--- config.mk ---
export PLATFORM = sky130hd
export DESIGN_NAME = cardStrobeSeq
export DESIGN_NICKNAME = d
export VERILOG_FILES = /design/src/rtl/cardStrobePkg.sv /design/src/rtl/cardStrobeData.sv /design/src/rtl/cardStrobeCtrl.sv /design/src/rtl/cardStrobeSeq.sv
export SDC_FILE = /design/constraint.sdc
export NUM_CORES = 1
export LEC_CHECK = 0
export BUFFER_PORTS_ARGS = -buffer_cell sky130_fd_sc_hd__buf_2
export CELL_PAD_IN_SITES_DETAIL_PLACEMENT = 1
export CELL_PAD_IN_SITES_GLOBAL_PLACEMENT = 2
export CORE_MARGIN = 3
export CORE_UTILIZATION = 32
export CTS_CLUSTER_DIAMETER = 40
export DETAILED_ROUTE_END_ITERATION = 6
export PLACE_DENSITY_LB_ADDON = 0.3
export SYNTH_ARGS = -nofsm -noshare
export SYNTH_HDL_FRONTEND = slang
export SYNTH_SLANG_ARGS = --single-unit
export TNS_END_PERCENT = 10
--- constraint.sdc ---
create_clock -name clk -period 2.4 [get_ports clk]
set_clock_uncertainty 0.1 [all_clocks]
set_input_delay 0.12 -clock clk [delete_from_list [all_inputs] [get_ports clk]]
set_output_delay 0.12 -clock clk [all_outputs]
set_load 0.005 [all_outputs]
--- src/rtl/cardStrobePkg.sv ---
package cardStrobePkg;

  typedef enum logic [2:0] {
    ST_IDLE,
    ST_SETUP,
    ST_STROBE,
    ST_HOLD,
    ST_DONE,
    ST_REJECT
  } seqState_e;

  // control-to-datapath strobes
  typedef struct packed {
    logic capture;
    logic loadStrobe;
    logic loadHold;
    logic decr;
  } seqCtl_t;

  localparam logic [2:0] RGN_COMMON = 3'd0;
  localparam logic [2:0] RGN_ATTR   = 3'd2;
  localparam logic [2:0] RGN_IO     = 3'd3;
  localparam logic [2:0] RGN_DMA    = 3'd4;
  localparam logic [2:0] RGN_DMAEND = 3'd5;

  localparam int SETUP_W = 4;
  localparam int LEN_W   = 5;
  localparam int HOLD_W  = 4;
  localparam int CNT_W   = (LEN_W > SETUP_W) ? LEN_W : SETUP_W;

endpackage

--- src/rtl/cardStrobeData.sv ---
module cardStrobeData
  import cardStrobePkg::*;
#(
  parameter int ADDR_W = 16
) (
  input  logic                clk,
  input  logic                rstN,
  input  seqCtl_t             ctl,
  input  logic                reqWrite,
  input  logic [ADDR_W-1:0]   reqAddr,
  input  logic                optValid,
  input  logic                optWriteProt,
  input  logic [SETUP_W-1:0]  optSetup,
  input  logic [LEN_W-1:0]    optStrobeLen,
  input  logic [HOLD_W-1:0]   optHold,
  input  logic                optWide,
  input  logic [2:0]          optRegion,
  input  logic                optSlot,
  input  logic                dmaLast,
  output logic                reqReject,
  output logic                cntZero,
  output logic                holdZero,
  output logic [ADDR_W-1:0]   addrQ,
  output logic                writeQ,
  output logic                ioQ,
  output logic                slotQ,
  output logic                wideQ,
  output logic                tcQ
);

  logic [CNT_W-1:0]  cnt;
  logic [LEN_W-1:0]  lenQ;
  logic [HOLD_W-1:0] holdQ;
  logic              regionOk;

  always_comb begin
    unique case (optRegion)
      RGN_COMMON, RGN_ATTR, RGN_IO, RGN_DMA, RGN_DMAEND: regionOk = 1'b1;
      default: regionOk = 1'b0;
    endcase
  end

  assign reqReject = !optValid || (optWriteProt && reqWrite) ||
                     (optSetup == '0) || !regionOk;

  always_ff @(posedge clk or negedge rstN) begin
    if (!rstN) begin
      cnt    <= '0;
      lenQ   <= '0;
      holdQ  <= '0;
      addrQ  <= '0;
      writeQ <= 1'b0;
      ioQ    <= 1'b0;
      slotQ  <= 1'b0;
      wideQ  <= 1'b0;
      tcQ    <= 1'b0;
    end else if (ctl.capture) begin
      cnt    <= CNT_W'(optSetup - SETUP_W'(1));
      lenQ   <= optStrobeLen;
      holdQ  <= optHold;
      addrQ  <= reqAddr;
      writeQ <= reqWrite;
      ioQ    <= (optRegion == RGN_IO);
      slotQ  <= optSlot;
      wideQ  <= optWide;
      tcQ    <= (optRegion == RGN_DMAEND) || ((optRegion == RGN_DMA) && dmaLast);
    end else if (ctl.loadStrobe) begin
      // length code 0 wraps to 31, i.e. 32 strobe clocks
      cnt <= CNT_W'(lenQ - LEN_W'(1));
    end else if (ctl.loadHold) begin
      cnt <= CNT_W'(holdQ - HOLD_W'(1));
    end else if (ctl.decr) begin
      cnt <= cnt - CNT_W'(1);
    end
  end

  assign cntZero  = (cnt == '0);
  assign holdZero = (holdQ == '0);

endmodule

--- src/rtl/cardStrobeCtrl.sv ---
module cardStrobeCtrl
  import cardStrobePkg::*;
(
  input  logic    clk,
  input  logic    rstN,
  input  logic    reqValid,
  input  logic    reqReject,
  input  logic    cardWait,
  input  logic    cntZero,
  input  logic    holdZero,
  output seqCtl_t ctl,
  output logic    addrPhase,
  output logic    strobePhase,
  output logic    donePulse,
  output logic    rejectPulse
);

  seqState_e state, stateNxt;

  always_ff @(posedge clk or negedge rstN) begin
    if (!rstN) state <= ST_IDLE;
    else       state <= stateNxt;
  end

  always_comb begin
    stateNxt = state;
    ctl      = '0;
    unique case (state)
      ST_IDLE: begin
        if (reqValid) begin
          if (reqReject) begin
            stateNxt = ST_REJECT;
          end else begin
            ctl.capture = 1'b1;
            stateNxt    = ST_SETUP;
          end
        end
      end
      ST_SETUP: begin
        if (cntZero) begin
          ctl.loadStrobe = 1'b1;
          stateNxt       = ST_STROBE;
        end else begin
          ctl.decr = 1'b1;
        end
      end
      ST_STROBE: begin
        if (!cardWait) begin
          if (cntZero) begin
            if (holdZero) begin
              stateNxt = ST_DONE;
            end else begin
              ctl.loadHold = 1'b1;
              stateNxt     = ST_HOLD;
            end
          end else begin
            ctl.decr = 1'b1;
          end
        end
      end
      ST_HOLD: begin
        if (cntZero) stateNxt = ST_DONE;
        else         ctl.decr = 1'b1;
      end
      ST_DONE:   stateNxt = ST_IDLE;
      ST_REJECT: stateNxt = ST_IDLE;
      default:   stateNxt = ST_IDLE;
    endcase
  end

  assign addrPhase   = (state == ST_SETUP) || (state == ST_STROBE) || (state == ST_HOLD);
  assign strobePhase = (state == ST_STROBE);
  assign donePulse   = (state == ST_DONE);
  assign rejectPulse = (state == ST_REJECT);

endmodule

--- src/rtl/cardStrobeSeq.sv ---
module cardStrobeSeq
  import cardStrobePkg::*;
#(
  parameter int ADDR_W = 16
) (
  input  logic              clk,
  input  logic              rstN,
  input  logic              reqValid,
  input  logic              reqWrite,
  input  logic [ADDR_W-1:0] reqAddr,
  input  logic              optValid,
  input  logic              optWriteProt,
  input  logic [3:0]        optSetup,
  input  logic [4:0]        optStrobeLen,
  input  logic [3:0]        optHold,
  input  logic              optWide,
  input  logic [2:0]        optRegion,
  input  logic              optSlot,
  input  logic              dmaLast,
  input  logic              cardWait,
  output logic [ADDR_W-1:0] cardAddr,
  output logic              addrEn,
  output logic              slotB,
  output logic              port16,
  output logic              memRdStb,
  output logic              memWrStb,
  output logic              ioRdStb,
  output logic              ioWrStb,
  output logic              termCount,
  output logic              done,
  output logic              errPulse
);

  seqCtl_t ctl;
  logic reqReject, cntZero, holdZero;
  logic writeQ, ioQ, slotQ, wideQ, tcQ;
  logic addrPhase, strobePhase;

  cardStrobeData #(.ADDR_W(ADDR_W)) uData (
    .clk(clk), .rstN(rstN), .ctl(ctl),
    .reqWrite(reqWrite), .reqAddr(reqAddr),
    .optValid(optValid), .optWriteProt(optWriteProt),
    .optSetup(optSetup), .optStrobeLen(optStrobeLen), .optHold(optHold),
    .optWide(optWide), .optRegion(optRegion), .optSlot(optSlot),
    .dmaLast(dmaLast),
    .reqReject(reqReject), .cntZero(cntZero), .holdZero(holdZero),
    .addrQ(cardAddr), .writeQ(writeQ), .ioQ(ioQ), .slotQ(slotQ),
    .wideQ(wideQ), .tcQ(tcQ)
  );

  cardStrobeCtrl uCtrl (
    .clk(clk), .rstN(rstN), .reqValid(reqValid), .reqReject(reqReject),
    .cardWait(cardWait), .cntZero(cntZero), .holdZero(holdZero),
    .ctl(ctl), .addrPhase(addrPhase), .strobePhase(strobePhase),
    .donePulse(done), .rejectPulse(errPulse)
  );

  assign addrEn    = addrPhase;
  assign slotB     = slotQ;
  assign port16    = wideQ;
  assign memRdStb  = strobePhase && !ioQ && !writeQ;
  assign memWrStb  = strobePhase && !ioQ &&  writeQ;
  assign ioRdStb   = strobePhase &&  ioQ && !writeQ;
  assign ioWrStb   = strobePhase &&  ioQ &&  writeQ;
  assign termCount = strobePhase && !ioQ && tcQ;

endmodule

# Yosys cells after proc, flatten, opt, wreduce, memory -nomap -nowiden
# Cells that the tools add are included.
[word_totals] inputBits=42 wordCells=80 register_bits=38 output_inout_bits=26
[op_classes] n_reduce_logical=28 eq_ne=14 add_sub_neg=4 muxes=24
[op_table] operator="$mux W3" n=7
[op_table] operator="$mux W5" n=4
[op_table] operator="$eq A3 B2 Y1 const B" n=4
[op_table] operator="$eq A3 B3 Y1 const B" n=4
[op_table] operator="$pmux W3 S4" n=1
[op_table] operator="$mux W1" n=10
[op_table] operator="$ne A2 B2 Y1 const B" n=5
[op_table] operator="$sub A4 B1 Y5 const B" n=2
[op_table] operator="$sub A5 B1 Y5 const B" n=2
[op_table] operator="$logic_and A1 B1 Y1" n=9
[op_table] operator="$logic_not A4 Y1" n=2
[op_table] operator="$logic_not A3 Y1" n=2
[op_table] operator="$logic_or A1 B1 Y1" n=6
[op_table] operator="$logic_not A5 Y1" n=1
[op_table] operator="$reduce_and A5 Y1" n=1
[op_table] operator="$reduce_or A5 Y1" n=1
[op_table] operator="$logic_not A1 Y1" n=4
[op_table] operator="$reduce_bool A4 Y1" n=1
[op_table] operator="$eq A3 B1 Y1 const B" n=1
[op_table] operator="$mux W2" n=1
[op_table] operator="$pmux W1 S2" n=1
[op_table] operator="$reduce_or A2 Y1" n=1

# Longest topological paths before layout
# Gate-level depths: netlist of run 1.
[logic_depth] ltp_word=9 mapped_depth=8 mapped_depth_nobuf=7

# Cells and area by module
# Synthesis of run 1 repeated with hierarchy kept, for this count alone.
[hier_totals] cells_unflattened=163 area_unflattened_um2=1955.6
[modules_own_cells] module="cardStrobeData" instances=1 seq_area_each_um2=875.8 area_each_um2=1630.3 cells_each=128
[modules_own_cells] module="cardStrobeCtrl" instances=1 seq_area_each_um2=75.1 area_each_um2=279.0 cells_each=30
[modules_own_cells] module="cardStrobeSeq" instances=1 seq_area_each_um2=0.0 area_each_um2=46.3 cells_each=5

# Worst setup path before layout of run 1
# Ideal clock, no wire load.
[synth_path] kind="register to register" start="register uData.cnt[1]" end="register uData.cnt[4]" setup_time_ns=0.138 stages_incl_launch_ff=8 required_time_ns=2.162 t_arrival_ns=1.893 setup_slack_ns=0.269 period_less_slack_ns=2.131 path_buffers=0 path_cell_list="dfrtp_1 -> or4_4 -> nor4_1 -> a21oi_1 -> mux2i_1 -> ha_1 -> and4_1 -> a211oi_2"
[synth_between] elab_chain_len=7 elab_cells_between_ends=14 cone_classes="add/sub: 1; mux: 11; reduce/logical: 2"
[synth_rtl] element="start: declaration" line="cardStrobeData.sv:31" text="logic [CNT_W-1:0] cnt;"
[synth_rtl] element="start signal: assignment" line="cardStrobeData.sv:58" text="cnt <= CNT_W'(optSetup - SETUP_W'(1));"
[synth_rtl] element="start signal: assignment" line="cardStrobeData.sv:69" text="cnt <= CNT_W'(lenQ - LEN_W'(1));"
[synth_rtl] element="start signal: assignment" line="cardStrobeData.sv:71" text="cnt <= CNT_W'(holdQ - HOLD_W'(1));"
[synth_rtl] element="parallel branches: the longest is 7 deep, another holds $sub A5 B1 Y5"
# Parallel ways; which one is timed is not known. The select of a mux whose other input is x is not followed.
# A chain may end at the register's enable or synchronous reset.

# Final worst setup path of run 1
# Same ends and word-level chain as after synthesis.

==> results of run 1 <==
-- cell type report --
| type | count | area [um2] | share of cell area, % |
|---|---|---|---|
| clock buffer | 6 | 82.6 | 2.89 |
| inverter | 4 | 15.0 | 0.526 |
| sequential | 38 | 951 | 33.3 |
| timing repair buffer | 107 | 708 | 24.8 |
| tap | 75 | 93.8 | 3.29 |
| multi-input combinational | 114 | 1000 | 35.2 |
-- power breakdown --
part           switching (mW)  internal (mW)  leakage [nW]  total (mW)
clock network           0.207          0.222        0.0431       0.428
registers               0.235          0.952         0.463        1.19
logic                   0.595          0.666         0.826        1.26
-- registers in the layout, summed over array words and instances (netlist names) --
register / cells
uData.wideQ: 1
uData.slotQ: 1
uData.addrQ: 16
uData.ioQ: 1
uCtrl.state: 3
uData.tcQ: 1
uData.lenQ: 5
uData.writeQ: 1
uData.holdQ: 4
uData.cnt: 5
-- timing repair --
item	in CTS	in global routing
setup endpoints to repair	0	3
setup buffers	0	1
gates resized for setup	0	1
hold endpoints to repair	66	0
hold buffers	29	0
-- worst max-delay path: stages (launching register included) --
cell and delay [ps]:
sky130_fd_sc_hd__dfrtp_1 420, sky130_fd_sc_hd__or4_4 590, sky130_fd_sc_hd__nor4_2 230, sky130_fd_sc_hd__a21oi_1 70
sky130_fd_sc_hd__mux2i_1 230, sky130_fd_sc_hd__ha_1 240, sky130_fd_sc_hd__and4_1 200, sky130_fd_sc_hd__a211oi_2 50
-- path summary, 6_finish.rpt --
check	startpoint	slack [ps]	endpoint
min reg2reg	uData.tcQ$_DFFE_PN0P_	370	uData.tcQ$_DFFE_PN0P_
max reg2reg	uData.cnt[1]$_DFFE_PN0P_	160	uData.cnt[4]$_DFFE_PN0P_
max	uData.cnt[1]$_DFFE_PN0P_	160	uData.cnt[4]$_DFFE_PN0P_
min in group asynchronous	rstN	380	uData.addrQ[1]$_DFFE_PN0P_
min	optRegion[0]	40	uData.ioQ$_DFFE_PN0P_
max in group asynchronous	rstN	1300	uCtrl.state[0]$_DFFE_PN0P_
-- logic make-up after synthesis --
kind of cell               after synthesis  synth area share (%)
xor gates and xnor gates                 1                 0.435
DFF                                     38                  47.2
muxes                                   32                  19.0
and+or+nand+nor                         47                  15.5
AOI/OAI and AO/OA                       33                  14.0
buffers and inverters                   11                  3.17
adders and majority gates                1                 0.621
-- layer usage --
layer	global-route usage [%]	vias up
met1	17.7	825
met2	25.8	39
met5	0	-
met3	3.40	2
met4	4.32	0
li1	-	820
-- cell usage after synthesis (2+ instances only) --
master                      instances  share of area (%)
sky130_fd_sc_hd__mux2_1            25                 14
sky130_fd_sc_hd__dfrtp_1           38                 47
sky130_fd_sc_hd__buf_2              3               0.75
sky130_fd_sc_hd__nand2_1            8                1.5
sky130_fd_sc_hd__buf_6              2                1.1
sky130_fd_sc_hd__and2_1             4                1.2
sky130_fd_sc_hd__o21ai_0            5                1.2
sky130_fd_sc_hd__inv_1              4               0.75
sky130_fd_sc_hd__mux2i_4            2                2.2
sky130_fd_sc_hd__a211oi_2           4                2.5
sky130_fd_sc_hd__o211ai_1           2               0.75
sky130_fd_sc_hd__nor4_1             2               0.62
sky130_fd_sc_hd__o32a_2             2                1.1
sky130_fd_sc_hd__nor4_2             3                1.9
sky130_fd_sc_hd__mux2_2             4                2.2
sky130_fd_sc_hd__and3_1             2               0.62
sky130_fd_sc_hd__nor2b_1            3               0.93
sky130_fd_sc_hd__nand2b_1           2               0.62
sky130_fd_sc_hd__nor4bb_1           2               0.99
sky130_fd_sc_hd__nand4bb_1          2                1.1
sky130_fd_sc_hd__nor2_1             7                1.3
sky130_fd_sc_hd__a211oi_1           3                1.1
sky130_fd_sc_hd__a21oi_1            5                1.2
sky130_fd_sc_hd__nor3_1             2               0.50
-- stage by stage --
step | std cells | hold slack (ps) | power (mW)
final | 344 | 42.8 | 2.88
after detailed placement | 308 | 179 | 2.43
after CTS | 343 | 42.9 | 2.91
after global placement | 308 | 199 | 2.40
after global routing | 344 | 54.5 | 3.13
after floorplan | 163 | -276 | 1.93
==> Flow_metrics.wiki, run 1 <==
{| class="wikitable"
! Metric !! Value
|-
| Kind of path behind the tightest hold check || input pin to register
|-
| Quantity of I/O buffers inserted on ports || 67
|-
| Critical path data arrival time || 2290 ps
|-
| Number of different library cells in the post-synthesis netlist || between 50 and 60
|-
| Critical Setup Path Class || register to register
|-
| Number of top-level design ports || just under 70
|-
| Worst-margin pin slew || ~830 ps
|-
| Total number of placement rows || 28
|-
| Height of the die || about 85 um
|-
| Type of element capturing the critical path || register
|-
| Number of max-cap violations || 0
|-
| Count of yosys warnings during synthesis || 0
|-
| Clock sink total || 38
|-
| Gate count of the mapped netlist || approximately 160
|-
| Number of enable flip-flop cells after synthesis || 0
|-
| Antenna violations before repair || 0
|-
| Number of hold violations in the final report || 0
|-
| Layout cell share with drive strength beyond 1 || 40.1%
|-
| Synthesized area divided by synthesized cell count || approximately 12 um2
|-
| Average detailed-routed wire length per instance || around 14 um
|-
| Setup repair after global routing missed its margin || no
|-
| Crit path time final || ~2200 ps
|-
| Die Outline Area || 7280 um2
|-
| Global-route wire length before repair || approximately 8.6 mm
|-
| Area of the mapped netlist || slightly above 2000 um2
|-
| Number of cells on the worst hold path || 3
|-
| Inserted Clock Buffers || 5
|-
| # H-tree levels || 2
|-
| Outcome || finished, final reports clean
|-
| Highest Signal Layer || met4
|-
| Initial drt markers || 24
|-
| Root Buffer Master || sky130_fd_sc_hd__clkbuf_8
|-
| Crit-path max FO || 4
|-
| Vias in the first global route || 1,809
|-
| Worst skew pair latency || roughly 280 ps
|-
| Placement-stage worst setup slack || 162 ps
|-
| Grt total ovfl || 0
|-
| Fraction of the core area covered by cells at the end of the flow || approximately 48%
|-
| Required time at the endpoint of the critical path || 2450 ps
|-
| Antenna-violating nets left || 0
|-
| Clock tree from TritonCTS || built
|-
| Global Route Usage Sum || 14.6%
|-
| Pin count of the biggest net entering global routing || 39
|-
| First-pass iteration count of the detailed router || 4
|-
| Antenna diode instance count || 0
|-
| Setup Viol. Count Final || 0
|-
| Total negative slack || 0 ps
|-
| Global placement routability congestion || between 0.8 and 0.9
|-
| DR WL met2 || 2.59 mm
|-
| Count of pins over their slew limit || 0
|-
| Net count after synthesis || ~210
|-
| Most common library cell in the layout ignoring fill and taps || sky130_fd_sc_hd__buf_2
|-
| Post-route setup slack || ~160 ps
|-
| FF+latch count, synth || 38
|-
| Most used cells in the layout excluding fill and tap cells || sky130_fd_sc_hd__buf_2, sky130_fd_sc_hd__dfrtp_1, sky130_fd_sc_hd__dlygate4sd3_1
|-
| Met3 WL post-DR || roughly 230 um
|-
| Area post-placement || 2470 um2
|-
| Post-layout instance area || between 2000 and 3000 um2
|-
| Routed length on met1 || approximately 2.1 mm
|-
| Core Area || 5990 um2
|-
| Clock Pin Slew Worst Setup and Hold Paths || around 70 ps
|-
| Layout fillers || 663
|-
| Die outline width || between 80 and 90 um
|-
| Maximum clock path buffer count || 2
|-
| Share of the clock period used by the worst path after layout || about 93%
|-
| Peak supply drop || approximately 460 uV
|-
| DRC violations left || 0
|-
| Total wirelength of the detailed-routed design || approximately 4.9 mm
|-
| Share of synthesized flip-flops with an asynchronous set or reset || between 90% and 100%
|-
| Detail Placement HPWL || between 3 and 4 mm
|-
| Worst reg2reg path depth || 7
|-
| Area Growth Syn to Fin || 41.8%
|-
| Leakage || 1.33 nW
|-
| Type of origin of the critical path || register
|-
| Power density normalized to cell area || between 1000 and 1500 nW/um2
|-
| Maximum achievable frequency || approximately 450 MHz
|-
| Initial Util || about 34%
|-
| Dominant register cell in the synthesized netlist || sky130_fd_sc_hd__dfrtp_1
|-
| Fin nets || roughly 310
|-
| Post-DR vias/cell || 4.90
|-
| Headroom to the max-slew limit || approximately 44%
|-
| Sequential cell area fraction in the yosys report || approximately 47%
|-
| Vias || 1,686
|}
No activity file was read; power rests on OpenSTA's default activity.
==> inputs of run 2 (changes only) <==
--- a/config.mk
+++ b/config.mk
@@ -8,6 +8,7 @@
 export BUFFER_PORTS_ARGS = -buffer_cell sky130_fd_sc_hd__buf_2
 export CELL_PAD_IN_SITES_DETAIL_PLACEMENT = 1
 export CELL_PAD_IN_SITES_GLOBAL_PLACEMENT = 2
+export CORE_ASPECT_RATIO = 1.1
 export CORE_MARGIN = 3
 export CORE_UTILIZATION = 32
 export CTS_CLUSTER_DIAMETER = 40
==> run 2 against run 1 <==
Sequential share of layout area down 0.17 points. Critical path depth is 2 higher. Wire length rose by 6.2%. Non-clock buffer count rose by 2. Combinational power up 3%. Die area barely moved. Via count grew 1.0%. Total power up 0.91%. Utilization is 0.87 points higher. Highest routed layer unchanged.
==> Flow_metrics.wiki, run 2 (synthesized netlist as in run 1, its figures left out) <==
{| class="wikitable"
! Metric !! Value
|-
| Outcome || finished, final reports clean
|-
| Slowest-stage cell, CP || sky130_fd_sc_hd__dlygate4sd3_1
|-
| Number of max-cap violations || 0 (unchanged)
|-
| Fraction of the core area covered by cells at the end of the flow || 48.5% (+0.87 points)
|-
| Reg-to-reg setup timing slack || 140 ps (-20 ps)
|-
| Vias || 1,703 (+1.0%)
|-
| Total negative slack || 0 ps (unchanged)
|-
| Number of cells on the worst hold path || 3 (unchanged)
|-
| Type of element capturing the critical path || register
|-
| Quantity of I/O buffers inserted on ports || 67 (unchanged)
|-
| Core Area || 5910 um2 (-1.3%)
|-
| Number of top-level design ports || 68 (unchanged)
|-
| Layout cell share with drive strength beyond 1 || 40.3% (+0.14 points)
|-
| Crit-path max FO || 9 (+5)
|-
| Kind of path behind the tightest hold check || input pin to register
|-
| Buf+Inv Stages, Crit Path || 2 (+2)
|-
| Global placement routability congestion || 0.780 (-3.5%)
|-
| Post-CTS sizing || 0 (unchanged)
|-
| Average detailed-routed wire length per instance || 14.9 um (+4.4%)
|-
| Fin nets || 315 (+0.64%)
|-
| Global Route Usage Sum || 15.6% (+0.94 points)
|-
| Worst-margin pin slew || 881 ps (+48.4 ps)
|-
| Leakage || 1.34 nW (+0.78%)
|-
| Destination of the worst register-to-register timing path || uData.cnt[4]$_DFFE_PN0P_
|-
| Hold buffers post-CTS || 29 (unchanged)
|-
| Series of cell instances along the critical path || dlygate4sd3_1 > buf_2 > a21bo_2 > a2111oi_4 > nand2_4 > mux2i_4 > ha_1 > and4_1 > a211oi_2
|-
| Setup Viol. Count Final || 0 (unchanged)
|-
| Clock tree from TritonCTS || built
|-
| Power density normalized to cell area || 1010 nW/um2 (+0.39%)
|-
| Most common library cell in the layout ignoring fill and taps || sky130_fd_sc_hd__buf_2
|-
| Antenna violations before repair || 0 (unchanged)
|-
| Post-route setup slack || 114 ps (-46.7 ps)
|-
| Number of hold violations in the final report || 0 (unchanged)
|-
| Vias in the first global route || 1,811 (+0.11%)
|-
| Cell family with the largest share of critical-path delay || compound AO/OA/AOI/OAI gates
|-
| Grt total ovfl || 0 (unchanged)
|-
| Register ranked first by flip-flop count || uData.addrQ
|-
| Buffers inserted during post-CTS setup optimization || 0 (unchanged)
|-
| Peak per-stage delay on the critical path || 530 ps (-60 ps)
|-
| Pin count of the biggest net entering global routing || 39 (unchanged)
|-
| Most used cells in the layout excluding fill and tap cells || sky130_fd_sc_hd__buf_2, sky130_fd_sc_hd__dfrtp_1, sky130_fd_sc_hd__dlygate4sd3_1
|-
| Inserted Clock Buffers || 5 (unchanged)
|-
| Number of flip-flops in the largest register || 16 (unchanged)
|-
| Critical path startpoint || reqWrite
|-
| Largest registers || uData.addrQ x16, uData.cnt x5, uData.lenQ x5
|-
| Initial drt markers || 26 (+8.3%)
|-
| Maximum achievable frequency || 437 MHz (-2.0%)
|-
| First-pass iteration count of the detailed router || 4 (unchanged)
|-
| Peak supply drop || 440 uV (-4.5%)
|-
| Root Buffer Master || sky130_fd_sc_hd__clkbuf_8
|-
| Worst skew pair latency || 290 ps (about the same)
|-
| Initial Util || 34.0% (+0.43 points)
|-
| DRC violations left || 0 (unchanged)
|-
| Post-DR vias/cell || 4.87 (-0.72%)
|-
| Type of origin of the critical path || input pin
|-
| Antenna-violating nets left || 0 (unchanged)
|-
| Worst reg2reg path depth || 7 (unchanged)
|-
| Die Outline Area || 7280 um2 (about the same)
|-
| Height of the die || 89.2 um (+4.5%)
|-
| Worst hold slack || 18.7 ps (-24.1 ps)
|-
| Total wirelength of the detailed-routed design || 5.23 mm (+6.2%)
|-
| Endpoint of the worst hold path || uData.ioQ$_DFFE_PN0P_
|-
| Count of pins over their slew limit || 0 (unchanged)
|-
| Total number of placement rows || 29 (+3.6%)
|-
| Global-route wire length before repair || 8.57 mm (-0.24%)
|-
| Clock Pin Slew Worst Setup and Hold Paths || 70 ps (about the same)
|-
| Post-layout total power || 2.90 mW (+0.91%)
|-
| Clock sink total || 38 (unchanged)
|-
| Startpoint of the worst register-to-register path || uData.cnt[1]$_DFFE_PN0P_
|-
| # H-tree levels || 2 (unchanged)
|-
| Required time at the endpoint of the critical path || 2500 ps (+50 ps)
|-
| Maximum clock path buffer count || 2 (unchanged)
|-
| Area Growth Syn to Fin || 42.6%
|-
| Critical path data arrival time || 2390 ps (+100 ps)
|-
| Worst Min Path Start || optRegion[0]
|-
| Crit path time final || 2290 ps (+46.7 ps)
|-
| Critical Setup Path Class || input pin to register
|-
| Share of the clock period used by the worst path after layout || 95.2% (+1.9 points)
|-
| Setup repair after global routing missed its margin || no
|-
| Detail Placement HPWL || 3.88 mm (+5.9%)
|-
| Headroom to the max-slew limit || 41.2% (-3.2 points)
|-
| Die outline width || 81.6 um (-4.3%)
|-
| Placement-stage worst setup slack || 160 ps (-1.31 ps)
|-
| Antenna diode instance count || 0 (unchanged)
|}
run 2: changes by cell type in the layout (fill, tap and decap cells not counted), sizes merged:
cell    previous run  this run
buf               78        80
clkinv             0         2
run 2: per-layer routing:
layer  routed length, um  global-route usage (%)  up-vias
li1                    -                       -      830
met1                2150                    18.1      842
met2                2870                    28.9       26
met3                 156                    3.23        5
met4                  55                    4.08        0
met5                   0                       0        -
run 2: report_power, final:
part           switching (mW)  leakage, nW  internal (mW)  total, mW
sequential              0.223        0.463          0.951       1.17
combinational           0.610        0.834          0.685       1.30
clock                   0.227       0.0452          0.205      0.432
run 2: layout make-up:
class / count / area, um2
clock buffers: 6 / 72.6
clock inverters: 2 / 13.8
fillers: 679 / 3040
inverters: 4 / 15.0
multi-input cells: 114 / 998
flip-flops and latches: 38 / 951
well taps: 77 / 96.3
repair buffers: 109 / 723
run 2: tightest hold or removal path: cells and delay by family:
kind	cells	cell delay (ps)
buffers and inverters	1	110
and+or+nand+nor	1	70
AOI/OAI and AO/OA	1	60
run 2: worst max-delay path by stage:
| stage | cells past startpoint | end | slack (ps) |
|---|---|---|---|
| floorplan | 7 | uData.cnt[4]$_DFFE_PN0P_ | 270 |
| global placement | 7 | uData.cnt[2]$_DFFE_PN0P_ | 220 |
| detailed placement | 7 | uData.cnt[4]$_DFFE_PN0P_ | 160 |
| CTS | 9 | uData.cnt[4]$_DFFE_PN0P_ | 110 |
| global route | 9 | uData.cnt[4]$_DFFE_PN0P_ | 20 |
| finish | 9 | uData.cnt[4]$_DFFE_PN0P_ | 110 |
run 2: stage by stage:
stage                     std cells  area, um2
after floorplan                 163       2010
after global placement          313       2490
after detailed placement        313       2490
after CTS                       350       2870
after global routing            350       2870
final                           350       2870
==> inputs of run 3 (changes only) <==
--- a/config.mk
+++ b/config.mk
@@ -6,6 +6,7 @@
 export NUM_CORES = 1
 export LEC_CHECK = 0
 export BUFFER_PORTS_ARGS = -buffer_cell sky130_fd_sc_hd__buf_2
+export CAP_MARGIN = 5
 export CELL_PAD_IN_SITES_DETAIL_PLACEMENT = 1
 export CELL_PAD_IN_SITES_GLOBAL_PLACEMENT = 2
 export CORE_ASPECT_RATIO = 1.1
@@ -14,6 +15,7 @@
 export CTS_CLUSTER_DIAMETER = 40
 export DETAILED_ROUTE_END_ITERATION = 6
 export PLACE_DENSITY_LB_ADDON = 0.3
+export RECOVER_POWER = 25
 export SYNTH_ARGS = -nofsm -noshare
 export SYNTH_HDL_FRONTEND = slang
 export SYNTH_SLANG_ARGS = --single-unit
==> run 3 against run 2 <==
Cell area down 0.61%. Sequential share of layout area up 0.20 points. Sequential cell count did not move. Sequential power barely moved. Combinational power about the same. Global-route usage unchanged. Register-to-register slack is essentially flat. First-iteration DRC count unchanged. Critical path type unchanged. Largest cell class unchanged.
==> Flow_metrics.wiki, run 3 (synthesized netlist as in run 1, its figures left out) <==
{| class="wikitable"
! Metric !! Value
|-
| Outcome || finished, final reports clean
|-
| Number of hold violations in the final report || 0 (unchanged)
|-
| Reg-to-reg setup timing slack || 140 ps (about the same)
|-
| Maximum clock path buffer count || 2 (unchanged)
|-
| Clock Pin Slew Worst Setup and Hold Paths || 70 ps (about the same)
|-
| Pin count of the biggest net entering global routing || 39 (unchanged)
|-
| Worst skew pair latency || 290 ps (about the same)
|-
| Inserted Clock Buffers || 5 (unchanged)
|-
| Area Growth Syn to Fin || 41.7%
|-
| Antenna violations before repair || 0 (unchanged)
|-
| Setup Viol. Count Final || 0 (unchanged)
|-
| Slowest-stage cell, CP || sky130_fd_sc_hd__dlygate4sd3_1
|-
| Detail Placement HPWL || 3.88 mm (unchanged)
|-
| Most common library cell in the layout ignoring fill and taps || sky130_fd_sc_hd__buf_2
|-
| Destination of the worst register-to-register timing path || uData.cnt[4]$_DFFE_PN0P_
|-
| Buf+Inv Stages, Crit Path || 2 (unchanged)
|-
| Maximum achievable frequency || 437 MHz (unchanged)
|-
| Post-CTS sizing || 0 (unchanged)
|-
| Headroom to the max-slew limit || 34.6% (-6.6 points)
|-
| Number of max-cap violations || 0 (unchanged)
|-
| Kind of path behind the tightest hold check || input pin to register
|-
| Largest registers || uData.addrQ x16, uData.cnt x5, uData.lenQ x5
|-
| Fraction of the core area covered by cells at the end of the flow || 48.2% (-0.30 points)
|-
| Leakage || 1.30 nW (-3.2%)
|-
| Number of top-level design ports || 68 (unchanged)
|-
| Placement-stage worst setup slack || 160 ps (unchanged)
|-
| Critical path data arrival time || 2390 ps (about the same)
|-
| Required time at the endpoint of the critical path || 2500 ps (about the same)
|-
| Buffers inserted during post-CTS setup optimization || 0 (unchanged)
|-
| Global Route Usage Sum || 15.6% (unchanged)
|-
| Cell family with the largest share of critical-path delay || compound AO/OA/AOI/OAI gates
|-
| Share of the clock period used by the worst path after layout || 95.2% (about the same)
|-
| Quantity of I/O buffers inserted on ports || 67 (unchanged)
|-
| Initial Util || 34.0% (unchanged)
|-
| Number of cells on the worst hold path || 3 (unchanged)
|-
| Core Area || 5910 um2 (unchanged)
|-
| Worst reg2reg path depth || 7 (unchanged)
|-
| Height of the die || 89.2 um (unchanged)
|-
| Worst hold slack || 18.7 ps (+0.000600 ps)
|-
| Clock tree from TritonCTS || built
|-
| DRC violations left || 0 (unchanged)
|-
| Crit-path max FO || 9 (unchanged)
|-
| Series of cell instances along the critical path || dlygate4sd3_1 > buf_2 > a21bo_2 > a2111oi_4 > nand2_4 > mux2i_4 > ha_1 > and4_1 > a211oi_2
|-
| Hold buffers post-CTS || 29 (unchanged)
|-
| Die outline width || 81.6 um (unchanged)
|-
| Total number of placement rows || 29 (unchanged)
|-
| Layout fillers || 683 (+0.59%)
|-
| Root Buffer Master || sky130_fd_sc_hd__clkbuf_8
|-
| Grt total ovfl || 0 (unchanged)
|-
| Register ranked first by flip-flop count || uData.addrQ
|-
| Startpoint of the worst register-to-register path || uData.cnt[1]$_DFFE_PN0P_
|-
| Total wirelength of the detailed-routed design || 5.23 mm (about the same)
|-
| Number of flip-flops in the largest register || 16 (unchanged)
|-
| Critical Setup Path Class || input pin to register
|-
| Vias || 1,697 (-0.35%)
|-
| Fin nets || 315 (unchanged)
|-
| Clock sink total || 38 (unchanged)
|-
| Layout cell share with drive strength beyond 1 || 35.2% (-5.1 points)
|-
| Worst Min Path Start || optRegion[0]
|-
| Total negative slack || 0 ps (unchanged)
|-
| Die Outline Area || 7280 um2 (unchanged)
|-
| Power density normalized to cell area || 1010 nW/um2 (-0.29%)
|-
| Global-route wire length before repair || 8.57 mm (unchanged)
|-
| Crit path time final || 2290 ps (+0.00100 ps)
|-
| Post-DR vias/cell || 4.85 (-0.35%)
|-
| Count of pins over their slew limit || 0 (unchanged)
|-
| Post-route setup slack || 114 ps (-0.00100 ps)
|-
| Antenna-violating nets left || 0 (unchanged)
|-
| Worst-margin pin slew || 981 ps (+99.7 ps)
|-
| Peak per-stage delay on the critical path || 530 ps (about the same)
|-
| Antenna diode instance count || 0 (unchanged)
|-
| Initial drt markers || 26 (unchanged)
|-
| Vias in the first global route || 1,811 (unchanged)
|-
| Most used cells in the layout excluding fill and tap cells || sky130_fd_sc_hd__buf_2, sky130_fd_sc_hd__dfrtp_1, sky130_fd_sc_hd__dlygate4sd3_1
|-
| Type of origin of the critical path || input pin
|-
| Average detailed-routed wire length per instance || 14.9 um (about the same)
|-
| First-pass iteration count of the detailed router || 4 (unchanged)
|-
| Type of element capturing the critical path || register
|-
| # H-tree levels || 2 (unchanged)
|-
| Global placement routability congestion || 0.780 (unchanged)
|-
| Endpoint of the worst hold path || uData.ioQ$_DFFE_PN0P_
|-
| Peak supply drop || 429 uV (-2.6%)
|-
| Setup repair after global routing missed its margin || no
|}
run 3: changes by cell type in the layout (fill, tap and decap cells not counted):
cell                       previous run  this run
sky130_fd_sc_hd__clkbuf_2             0         1
sky130_fd_sc_hd__clkbuf_1             1        15
sky130_fd_sc_hd__buf_2               67        52
run 3: worst max-delay path by stage:
stage	to	from	slack, ps	cells after the start
after global routing	uData.cnt[4]$_DFFE_PN0P_	reqWrite	20	9
after floorplan	uData.cnt[4]$_DFFE_PN0P_	uData.cnt[1]$_DFFE_PN0P_	270	7
after CTS	uData.cnt[4]$_DFFE_PN0P_	reqWrite	110	9
after detailed placement	uData.cnt[4]$_DFFE_PN0P_	uData.cnt[1]$_DFFE_PN0P_	160	7
final	uData.cnt[4]$_DFFE_PN0P_	reqWrite	110	9
after global placement	uData.cnt[2]$_DFFE_PN0P_	uData.cnt[1]$_DFFE_PN0P_	220	7
run 3: routing by layer:
metal	wire length, um	part of all wire, %	track usage [%]	up-vias
met3	159	3.0	3.23	5
met2	2860	55	28.9	26
met5	0	0	0	-
met1	2150	41	18.1	835
met4	55	1.1	4.08	0
li1	-	-	-	831
run 3: metrics by stage:
stage          instance area, um2  total power [mW]  cells
2_1_floorplan                2010              1.93    163
3_3_place_gp                 2490              2.43    313
3_5_place_dp                 2490              2.46    313
4_1_cts                      2870              2.95    350
5_1_grt                      2850              3.13    350
6_report                     2850              2.88    350
run 3: layout make-up:
class / instances / area [um2] / area share (%)
Sequential cell: 38 / 951 / 33.3
Tap cell: 77 / 96.3 / 3.38
Clock buffer: 6 / 72.6 / 2.54
Timing Repair Buffer: 109 / 706 / 24.7
Inverter: 4 / 15.0 / 0.526
Clock inverter: 2 / 13.8 / 0.482
Multi-Input combinational cell: 114 / 998 / 35.0
run 3: where the power goes:
group / leakage, nW / switching, mW / internal (mW)
sequential: 0.463 / 0.227 / 0.951
clock: 0.0452 / 0.228 / 0.205
combinational: 0.792 / 0.610 / 0.655
total: 1.30 / 1.07 / 1.81
run 3: worst min-delay path, cell delays in order:
cell and delay (ps):
sky130_fd_sc_hd__buf_2 110, sky130_fd_sc_hd__nand3b_1 70, sky130_fd_sc_hd__o21ai_0 60
